$ cat config.mk
export PLATFORM = sky130hd
export DESIGN_NAME = i2s_rx_core
export DESIGN_NICKNAME = d
export VERILOG_FILES = /design/src/rtl/i2s_rx_pkg.sv /design/src/rtl/i2s_rx_sync.sv /design/src/rtl/i2s_rx_cfgchk.sv /design/src/rtl/i2s_rx_deser.sv /design/src/rtl/i2s_rx_core.sv
export SDC_FILE = /design/constraint.sdc
export NUM_CORES = 1
export LEC_CHECK = 0
export BUFFER_PORTS_ARGS = -buffer_cell sky130_fd_sc_hd__buf_2
export CAP_MARGIN = 10
export CORE_AREA = 8 8 109 111
export CTS_CLUSTER_DIAMETER = 150
export DETAILED_ROUTE_END_ITERATION = 12
export DIE_AREA = 0 0 117 119
export PLACE_DENSITY = 0.77
export SYNTH_ARGS = -nofsm -noshare
export SYNTH_HDL_FRONTEND = slang
export SYNTH_HIERARCHICAL = 1
export SYNTH_SLANG_ARGS = --single-unit
$ cat constraint.sdc
create_clock -name clk -period 8.1 [get_ports clk]
set_input_delay 1.215 -clock clk [delete_from_list [all_inputs] [get_ports clk]]
set_output_delay 1.215 -clock clk [all_outputs]
set_load 0.01 [all_outputs]
$ cat src/rtl/i2s_rx_pkg.sv
package i2s_rx_pkg;

    parameter int unsigned SMP_W = 32;
    localparam int unsigned CNT_W = $clog2(SMP_W + 1);

    localparam logic [1:0] FMT_I2S = 2'b00;

    typedef enum logic [1:0] {
        WL16 = 2'b00,
        WL20 = 2'b01,
        WL24 = 2'b10,
        WL32 = 2'b11
    } wlen_e;

    function automatic logic [CNT_W-1:0] wlen_bits(input logic [1:0] sel);
        logic [CNT_W-1:0] r;
        case (wlen_e'(sel))
            WL16:    r = CNT_W'(16);
            WL20:    r = CNT_W'(20);
            WL24:    r = CNT_W'(24);
            default: r = CNT_W'(32);
        endcase
        return r;
    endfunction

endpackage

$ cat src/rtl/i2s_rx_sync.sv
module i2s_rx_sync #(
    parameter int unsigned W      = 3,
    parameter int unsigned STAGES = 2
) (
    input  logic         clk,
    input  logic         rst_n,
    input  logic [W-1:0] din,
    output logic [W-1:0] dout
);

    logic [STAGES-1:0][W-1:0] chain_d;
    logic [STAGES-1:0][W-1:0] chain_q;

    always_comb begin
        chain_d[0] = din;
        for (int s = 1; s < STAGES; s++) begin
            chain_d[s] = chain_q[s-1];
        end
    end

    always_ff @(posedge clk or negedge rst_n) begin
        if (!rst_n) begin
            chain_q <= '0;
        end else begin
            chain_q <= chain_d;
        end
    end

    assign dout = chain_q[STAGES-1];

endmodule

$ cat src/rtl/i2s_rx_cfgchk.sv
module i2s_rx_cfgchk
    import i2s_rx_pkg::*;
#(
    parameter int unsigned OFS_W = 8,
    parameter int unsigned FRM_W = 9
) (
    input  logic             clk,
    input  logic             rst_n,
    input  logic [1:0]       cfg_fmt,
    input  logic [OFS_W-1:0] cfg_offset,
    input  logic [1:0]       cfg_wlen,
    input  logic [FRM_W-1:0] cfg_frame_bits,
    output logic             err
);

    localparam int unsigned SUM_W = ((OFS_W > FRM_W) ? OFS_W : FRM_W) + 2;

    logic [SUM_W-1:0] need_bits;
    logic [SUM_W-1:0] frame_x;
    logic [SUM_W-1:0] half_x;
    logic [SUM_W-1:0] wl_x;
    logic             err_d;
    logic             err_q;

    always_comb begin
        wl_x      = SUM_W'(wlen_bits(cfg_wlen));
        need_bits = SUM_W'(cfg_offset) + wl_x;
        frame_x   = SUM_W'(cfg_frame_bits);
        half_x    = SUM_W'(cfg_frame_bits >> 1);
        err_d     = (cfg_fmt != FMT_I2S) || (half_x < wl_x) || (need_bits > frame_x);
    end

    always_ff @(posedge clk or negedge rst_n) begin
        if (!rst_n) begin
            err_q <= 1'b0;
        end else begin
            err_q <= err_d;
        end
    end

    assign err = err_q;

    // offset plus word length beyond the frame is flagged on the next clock
    a_r8_offset_overrun: assert property (@(posedge clk) disable iff (!rst_n)
        (need_bits > frame_x) |=> err_q);

    // a non-I2S format is flagged on the next clock
    a_r1_fmt_flag: assert property (@(posedge clk) disable iff (!rst_n)
        (cfg_fmt != FMT_I2S) |=> err_q);

endmodule

$ cat src/rtl/i2s_rx_deser.sv
module i2s_rx_deser
    import i2s_rx_pkg::*;
#(
    parameter int unsigned OFS_W = 8
) (
    input  logic             clk,
    input  logic             rst_n,
    input  logic             bclk_s,
    input  logic             lr_s,
    input  logic             sd_s,
    input  logic [1:0]       cfg_fmt,
    input  logic [OFS_W-1:0] cfg_offset,
    input  logic [1:0]       cfg_wlen,
    input  logic             cfg_bclk_inv,
    output logic             smp_valid,
    output logic             smp_right,
    output logic [SMP_W-1:0] smp_data
);

    typedef struct packed {
        logic             bclk_last;
        logic             seen;
        logic             lr_last;
        logic             run;
        logic             chan;
        logic [OFS_W-1:0] skip;
        logic [CNT_W-1:0] cnt;
        logic [SMP_W-1:0] sh;
        logic             vld;
        logic             vchan;
        logic [SMP_W-1:0] vdata;
    } deser_st_t;

    deser_st_t st_d;
    deser_st_t st_q;

    logic             samp_edge;
    logic             lr_change;
    logic [CNT_W-1:0] wl;
    logic [CNT_W-1:0] cnt_inc;
    logic [CNT_W-1:0] pad_amt;
    logic [SMP_W-1:0] sh_next;
    logic             take_bit;

    always_comb begin
        st_d      = st_q;
        st_d.vld  = 1'b0;
        st_d.bclk_last = bclk_s;

        wl        = wlen_bits(cfg_wlen);
        pad_amt   = CNT_W'(SMP_W) - wl;
        cnt_inc   = st_q.cnt + CNT_W'(1);
        sh_next   = {st_q.sh[SMP_W-2:0], sd_s};
        samp_edge = cfg_bclk_inv ? (!bclk_s && st_q.bclk_last)
                                 : (bclk_s && !st_q.bclk_last);
        lr_change = st_q.seen && (lr_s != st_q.lr_last);
        take_bit  = 1'b0;

        if (cfg_fmt != FMT_I2S) begin
            st_d.run  = 1'b0;
            st_d.seen = 1'b0;
        end else if (samp_edge) begin
            st_d.seen    = 1'b1;
            st_d.lr_last = lr_s;

            if (st_q.run && (st_q.skip == '0)) begin
                take_bit = lr_change ? (cnt_inc == wl) : 1'b1;
            end

            if (take_bit) begin
                st_d.sh  = sh_next;
                st_d.cnt = cnt_inc;
                if (cnt_inc == wl) begin
                    st_d.vld   = 1'b1;
                    st_d.vchan = st_q.chan;
                    st_d.vdata = sh_next << pad_amt;
                    st_d.run   = 1'b0;
                end
            end else if (st_q.run && (st_q.skip != '0)) begin
                st_d.skip = st_q.skip - OFS_W'(1);
            end

            if (lr_change) begin
                st_d.run  = 1'b1;
                st_d.chan = lr_s;
                st_d.skip = cfg_offset;
                st_d.cnt  = '0;
                st_d.sh   = '0;
            end
        end
    end

    always_ff @(posedge clk or negedge rst_n) begin
        if (!rst_n) begin
            st_q <= '0;
        end else begin
            st_q <= st_d;
        end
    end

    assign smp_valid = st_q.vld;
    assign smp_right = st_q.vchan;
    assign smp_data  = st_q.vdata;

    // the strobe never lasts two cycles
    a_r6_single_pulse: assert property (@(posedge clk) disable iff (!rst_n)
        st_q.vld |=> !st_q.vld);

    // no strobe follows a cycle with a non-I2S format
    a_r1_fmt_quiet: assert property (@(posedge clk) disable iff (!rst_n)
        (cfg_fmt != FMT_I2S) |=> !smp_valid);

    // a 16-bit word leaves the low half of the output clear
    a_r4_low_bits_clear: assert property (@(posedge clk) disable iff (!rst_n)
        (smp_valid && ($past(cfg_wlen) == WL16)) |-> (smp_data[15:0] == '0));

    // the bit count never passes the output width
    a_r7_cnt_bound: assert property (@(posedge clk) disable iff (!rst_n)
        st_q.cnt <= CNT_W'(SMP_W));

endmodule

$ cat src/rtl/i2s_rx_core.sv
module i2s_rx_core
    import i2s_rx_pkg::*;
#(
    parameter int unsigned OFS_W       = 8,
    parameter int unsigned FRM_W       = 9,
    parameter int unsigned SYNC_STAGES = 2
) (
    input  logic             clk,
    input  logic             rst_n,
    input  logic             bclk_in,
    input  logic             lrclk_in,
    input  logic             sdata_in,
    input  logic [1:0]       cfg_fmt,
    input  logic [OFS_W-1:0] cfg_offset,
    input  logic [1:0]       cfg_wlen,
    input  logic             cfg_bclk_inv,
    input  logic [FRM_W-1:0] cfg_frame_bits,
    output logic             smp_valid,
    output logic             smp_right,
    output logic [SMP_W-1:0] smp_data,
    output logic             cfg_err
);

    localparam int unsigned N_LINES = 3;

    logic [N_LINES-1:0] lines_raw;
    logic [N_LINES-1:0] lines_s;

    assign lines_raw = {sdata_in, lrclk_in, bclk_in};

    i2s_rx_sync #(
        .W      (N_LINES),
        .STAGES (SYNC_STAGES)
    ) u_sync (
        .clk   (clk),
        .rst_n (rst_n),
        .din   (lines_raw),
        .dout  (lines_s)
    );

    i2s_rx_deser #(
        .OFS_W (OFS_W)
    ) u_deser (
        .clk          (clk),
        .rst_n        (rst_n),
        .bclk_s       (lines_s[0]),
        .lr_s         (lines_s[1]),
        .sd_s         (lines_s[2]),
        .cfg_fmt      (cfg_fmt),
        .cfg_offset   (cfg_offset),
        .cfg_wlen     (cfg_wlen),
        .cfg_bclk_inv (cfg_bclk_inv),
        .smp_valid    (smp_valid),
        .smp_right    (smp_right),
        .smp_data     (smp_data)
    );

    i2s_rx_cfgchk #(
        .OFS_W (OFS_W),
        .FRM_W (FRM_W)
    ) u_cfgchk (
        .clk            (clk),
        .rst_n          (rst_n),
        .cfg_fmt        (cfg_fmt),
        .cfg_offset     (cfg_offset),
        .cfg_wlen       (cfg_wlen),
        .cfg_frame_bits (cfg_frame_bits),
        .err            (cfg_err)
    );

endmodule

### Yosys cells after proc, flatten, opt, wreduce, memory -nomap -nowiden

Index checks and enable logic that the tools add are counted.

| storage, ports and cells | value |
|---|---|
| register bits | 92 |
| input port bits | 27 |
| output and inout bits | 35 |
| logic and storage cells | 68 |

| cells by class | value |
|---|---|
| add/sub/neg operators | 4 |
| $lt $le $gt $ge | 2 |
| equality and inequality tests | 5 |
| shift operators | 1 |
| muxes and demuxes | 17 |
| bitwise gates (word level) | 1 |
| reductions and logical operators | 24 |

Operators with widths:

| cell | number |
|---|---|
| two-way mux 84 bit | 1 |
| two-way mux 72 bit | 1 |
| two-way mux 34 bit | 2 |
| two-way mux 48 bit | 1 |
| left shift 32 x 6 -> 32 bit | 1 |
| one-hot mux 6 bit (3 select lines) | 1 |
| two-way mux 8 bit | 2 |
| greater-than comparator 11 x 9 -> 1 bit | 1 |
| adder 8 x 6 -> 9 bit | 1 |
| two-way mux 1 bit | 9 |
| AND reduction 3 bit | 3 |
| logical NOT 8 bit | 1 |
| less-than comparator 8 x 6 -> 1 bit | 1 |
| AND reduction 4 bit | 2 |
| nonzero test 2 bit | 4 |
| nonzero test 8 bit | 1 |
| subtractor 8 x 1 -> 8 bit (second input constant) | 1 |
| adder 6 x 1 -> 6 bit (second input constant) | 1 |
| equality test 6 bit | 1 |
| nonzero test 3 bit | 2 |
| subtractor 6 bit (first input constant) | 1 |
| logical AND 1 bit | 5 |
| equality test 2 x 1 -> 1 bit (second input constant) | 1 |
| equality test 2 bit (second input constant) | 1 |
| 7 further kinds | 9 |

### Logic depth before layout (Yosys ltp)

| depth | value |
|---|---|
| depth in word-level cells | 11 |
| gate-level depth with buffers | 12 |
| depth with buffers taken out | 12 |

### By module

Netlist, hierarchy kept.

Modules (own cells, without submodules):

| module | times used | cells each | area an instance (um2) | seq. area each (um2) |
|---|---|---|---|---|
| i2s_rx_deser | 1 | 458 | 4,813.4 | 2,102.0 |
| i2s_rx_cfgchk | 1 | 66 | 528.0 | 25.0 |
| i2s_rx_sync | 1 | 6 | 150.1 | 150.1 |

### Least setup slack after synthesis

No wires, ideal clock.

| path | value |
|---|---|
| kind | input to register |
| start point | in cfg_wlen[0] |
| end point | reg u_cfgchk.err_q (netlist: u_cfgchk/err) |
| setup time | 0.136 ns |
| arrival | 3.282 ns |
| required time | 7.964 ns |
| slack | 4.682 ns |
| cell stages on the path | 11 |
| path buffers | 0 |
| path through | nor2b_1 -> ha_1 -> fa_1 -> a21o_1 -> a21oi_1 -> xnor2_1 -> ha_1 -> nand4_1 -> nor3_1 -> a2111oi_2 -> o211ai_1 |

| between the ends | value |
|---|---|
| longest elaborated chain between the ends | 5 |
| elaborated cells between the ends (all ways) | 9 |
| those cells by class | add/sub: 1; order compare: 2; eq/ne: 2; mux: 1; reduce/logical: 3 |

Ends and longest elaborated chain:

| element | RTL line | source |
|---|---|---|
| start, declared | i2s_rx_core.sv:15 | `input logic [1:0] cfg_wlen,` |
| equality test 2 bit, or another cell as far along | i2s_rx_pkg.sv:17 | `case (wlen_e'(sel))` |
| one-hot mux 6 bit (3 select lines) (*) | i2s_rx_pkg.sv:17 |  |
| adder 8 x 6 -> 9 bit / less-than comparator 8 x 6 -> 1 bit (equally long branches) | i2s_rx_cfgchk.sv:27, i2s_rx_cfgchk.sv:30 |  |
| greater-than comparator 11 x 9 -> 1 bit / logical OR 1 bit (equally long branches) | i2s_rx_cfgchk.sv:30 | `err_d = (cfg_fmt != FMT_I2S) \|\| (half_x < wl_x) \|\| (need_bits > frame_x);` |
| logical OR 1 bit (*) | i2s_rx_cfgchk.sv:30 |  |
| named net u_cfgchk.err_d | i2s_rx_cfgchk.sv:22 | `logic err_d;` |
| end signal, assigned | i2s_rx_cfgchk.sv:37 | `err_q <= err_d;` |
| end, declared | i2s_rx_cfgchk.sv:23 | `logic err_q;` |

Mark *: on every way through the listed nets, which the timed path passes. The rest lies on a longest branch.
A chain may end at the register's enable or synchronous reset.

### Final worst setup path

| path | value |
|---|---|
| start point | in cfg_wlen[1] |
| end point | reg u_deser.st_q (netlist bit u_deser/smp_data[4]) |

| between the ends | value |
|---|---|
| longest elaborated chain between the ends | 8 |
| elaborated cells between the ends (all ways) | 12 |
| those cells by class | add/sub: 1; eq/ne: 3; shift: 1; mux: 5; reduce/logical: 2 |

Ends and longest elaborated chain:

| element | RTL line | source |
|---|---|---|
| equality test 2 bit, or another cell as far along | i2s_rx_pkg.sv:17 |  |
| one-hot mux 6 bit (3 select lines) (*) | i2s_rx_pkg.sv:17 |  |
| parallel branches: the longest is 6 deep, another holds subtractor 6 bit | n/a |  |
| end signal, assigned | i2s_rx_deser.sv:97 | `st_q <= st_d;` |
| end, declared | i2s_rx_deser.sv:35 | `deser_st_t st_q;` |

Every way passes the cells marked *. The select of a mux whose other input is x is not followed.

==> metrics.log <==
INFO  metric cellLeakagePower = 2.86 nW
INFO  metric clock_tree_from_tritoncts = yes
INFO  metric die_outline_area = 0.0139 mm²
INFO  metric drt-pass1-iter-count = 5
INFO  metric total_vias_in_the_final_route = 3935
INFO  metric layout_setup_ws = 4.46 ns
INFO  metric fillCellCount = 899
INFO  metric synth.ff_latch_count = 91
INFO  metric max_slew_margin = 0.389
INFO  metric hp-class = flop to flop
INFO  metric power = 1.01 mW
INFO  metric postRouteWirelength = 11600 µm
INFO  metric cts_num_sinks = 91
INFO  metric area.growth.synth_to_final = 7.18%
INFO  metric timing.final.crit_share = 0.449
INFO  metric i_o_pins = 62
INFO  metric synth_fp_nets = 581
INFO  metric grt_start_max_net_pins = 92
INFO  metric timing.critical_path.fanout_max = 42
INFO  metric synth_edf_count = 0
INFO  metric wire_per_inst = 16.9 µm
INFO  metric setup_tns = 0 ns
INFO  metric synth.distinct_cells = 54
INFO  metric cts-root-buf = clkbuf_8
INFO  metric cts_made_buffers = 9
INFO  metric grt_util_all_layers = 0.168
INFO  metric required = 8.35 ns
INFO  metric vias_per_cell = 5.74
INFO  metric critical_path_class = input port to flop
INFO  metric relative_contribution_of_combinational_cells_to_total_power = 0.149
INFO  metric place_ws = 4.07 ns
INFO  metric drt_antenna_net_count = 0
INFO  metric clock_tree.htree_level_count = 3
INFO  metric clk_pin_slew_worst_paths = 0.09 ns
INFO  metric max-vdd-ir-drop = 0.0690 mV
INFO  metric seq_area_frac_synth = 0.415
INFO  metric setup_viol = 0
INFO  metric critical_path.endpoint_type = flop
INFO  metric power_frac_seq = 0.482
INFO  metric detail_route.drc_violations = 0
INFO  metric cp_data_arrival_time = 3.88 ns
INFO  metric remaining_global_route_overflow = 0
INFO  metric antenna_violations_before_repair = 0
INFO  metric row_count = 37
INFO  metric max-clock-path-buffers = 2
INFO  metric worst_slew_pin_slew = 0.912 ns
INFO  metric grt_pass1_vias = 3646
INFO  metric grt_pass1_wl = 18700 µm
INFO  metric drt-initial-drc-count = 338
INFO  metric cap_violations = 0
INFO  metric cp-start-kind = input port
INFO  metric num_antenna_cells = 0
INFO  metric grt_setup_unrepaired = no
INFO  metric final_net_count = 596
INFO  metric core-area = 0.0101 mm²
INFO  metric synth.yosys.warnings = 6
INFO  metric hold_buffers = 0
INFO  metric cell_internal_pwr = 0.740 mW
INFO  metric layout_cell_share_with_drive_strength_beyond_1 = 0.253
INFO  metric slew_violations = 0
INFO  metric finalWorstPathRequiredPeriod = 3.64 ns
INFO  metric finalClockSkew = 0.0101 ns
INFO  metric power_switching = 0.265 mW
INFO  metric synth_area = 0.00549 mm²
INFO  metric status = completed
INFO  metric die_h = 119 µm
INFO  metric hold_viol_final = 0
INFO  metric post_cts.resized_instances = 0
INFO  metric worstSkewPairLatency = 0.36 ns
INFO  metric placedCellCount = 669
INFO  metric gp_congestion = 0.892
INFO  metric power.share.clock = 0.369
INFO  metric buffer_ports.inserted = 61
INFO  metric most_frequently_used_flop_master_after_synthesis = dfrtp_1
INFO  metric layout.area.seq = 0.00228 mm²
INFO  metric postCtsSetupRepairBufs = 0
INFO  metric floorplan.initialDensity = 0.544
INFO  metric max_freq = 0.275 GHz
INFO  metric multi_input_comb_area = 0.00273 mm²
INFO  metric hpwl = 8460 µm
INFO  metric power_switching_share = 0.264
INFO  metric synth.avg_cell_area = 10.4 µm²
INFO  metric die_width = 117 µm
INFO  metric asyncSetResetFlopFracSynth = 1.00
INFO  metric layout.cells.non_filler = 686
INFO  metric synth_cells = 530
INFO  metric power.density = 171 mW/mm²
synth_stat cells, types with 2 or more instances:
| cell type | number | area share |
|---|---|---|
| xor2_1 | 4 | 0.0064 |
| dfrtp_1 | 91 | 0.41 |
| a22o_1 | 32 | 0.051 |
| a21oi_1 | 20 | 0.018 |
| mux2i_1 | 25 | 0.046 |
| nand4_1 | 2 | 0.0023 |
| ha_1 | 23 | 0.052 |
| mux2_2 | 19 | 0.039 |
| nor4_1 | 4 | 0.0046 |
| nor3_1 | 12 | 0.011 |
| a22oi_1 | 3 | 0.0041 |
| nand2_1 | 42 | 0.029 |
| buf_6 | 4 | 0.0082 |
| o211ai_1 | 8 | 0.011 |
| buf_1 | 5 | 0.0034 |
| nor2b_1 | 3 | 0.0034 |
| o21ai_0 | 37 | 0.034 |
| xnor2_1 | 2 | 0.0032 |
| a21o_1 | 6 | 0.0082 |
| o21ai_1 | 3 | 0.0027 |
| mux2_4 | 25 | 0.068 |
| o22ai_1 | 8 | 0.0091 |
| inv_1 | 28 | 0.019 |
| buf_4 | 32 | 0.044 |
| nand3_1 | 9 | 0.0082 |
| o2bb2ai_1 | 4 | 0.0064 |
| and2_1 | 6 | 0.0068 |
| nor2_1 | 24 | 0.016 |
| clkbuf_1 | 21 | 0.014 |
| a211oi_1 | 2 | 0.0027 |
| nand2b_1 | 3 | 0.0034 |
flip-flops by register name, indices dropped and copies added (netlist names):
name / cells
u_sync/dout: 3
u_deser/smp_data: 32
u_deser/smp_right: 1
u_deser/sh_next: 31
u_sync/chain_d: 3
u_deser/st_q: 19
u_cfgchk/err: 1
u_deser/smp_valid: 1
final timing paths:
check / start / end / slack, ns / cells past startpoint
max: cfg_wlen[1] / u_deser/smp_data[4] / 4.46 / 10
min: u_sync/chain_d[3] / u_sync/dout[0] / 0.36 / 0
max reg2reg: u_deser/st_q[76] / u_deser/smp_data[4] / 5.24 / 6
min reg2reg: u_sync/chain_d[3] / u_sync/dout[0] / 0.36 / 0
max in group asynchronous: rst_n / u_deser/smp_data[10] / 6.59 / 2
min in group asynchronous: rst_n / u_cfgchk/err / 0.84 / 1
final cells by class:
cell class / instances / share of cell area
clock inverters: 5 / 0.0170
multi-input cells: 348 / 0.463
clock buffers: 11 / 0.0240
flip-flops and latches: 91 / 0.387
repair buffers: 67 / 0.0621
well taps: 136 / 0.0289
inverters: 28 / 0.0179
metal layers:
metal | track usage | share of wire
met2 | 0.264 | 0.48
met5 | 0 | 0
met3 | 0.0354 | 0.050
met1 | 0.231 | 0.46
met4 | 0.0416 | 0.010
critical path, cell delays in order:
cell      delay, ns
buf_2          0.14
inv_1          0.08
ha_1           0.16
buf_4          0.36
nor2b_1        0.19
a211oi_1       0.05
or4b_4         0.56
a211oi_4       0.21
buf_4          0.50
mux2_2         0.40
cell families after synthesis:
group,Yosys count,share of synthesized area
flops,91,0.415
fa+ha+maj,24,0.0561
xor+xnor,6,0.00957
buf+inv,91,0.0898
mux,69,0.153
compound gates,135,0.173
simple gates,114,0.104
metrics by stage:
stage / utilization / area (µm²) / hold slack, ns
after floorplan: - / 5490 / 0.331
after global placement: 0.557 / 5620 / 0.333
after detailed placement: 0.557 / 5620 / 0.339
after CTS: 0.581 / 5870 / 0.360
after global routing: 0.583 / 5890 / 0.374
final: 0.583 / 5890 / 0.358
power groups by stage:
stage                     combinational (mW)  sequential, mW  clock, mW
after floorplan                        0.109           0.488          0
after detailed placement               0.149           0.493          0
final                                  0.150           0.485      0.371
after global routing                   0.169           0.487      0.396
after global placement                 0.141           0.492          0
after CTS                              0.149           0.484      0.378
cell usage in the layout, fill, tap and decap left out, types with 2 or more instances in the layout:
| cell | n |
|---|---|
| mux2_4 | 25 |
| inv_1 | 28 |
| clkbuf_8 | 10 |
| clkinv_2 | 2 |
| ha_1 | 23 |
| mux2_2 | 19 |
| buf_4 | 6 |
| o21ai_0 | 37 |
| nor2b_1 | 3 |
| nand4_1 | 2 |
| dfrtp_1 | 91 |
| and2_1 | 6 |
| o21ai_1 | 3 |
| nand2_1 | 42 |
| a22o_1 | 32 |
| a21oi_1 | 20 |
| buf_2 | 60 |
| bufinv_16 | 3 |
| xor2_1 | 4 |
| o22ai_1 | 8 |
| o2bb2ai_1 | 4 |
| o211ai_1 | 8 |
| a211oi_1 | 2 |
| xnor2_1 | 2 |
| a22oi_1 | 3 |
| nor3_1 | 11 |
| mux2i_1 | 25 |
| nand3_1 | 9 |
| nor2_1 | 24 |
| nor4_1 | 4 |
| nand2b_1 | 3 |
| a21o_1 | 6 |
No activity file was read; power rests on OpenSTA's default activity.
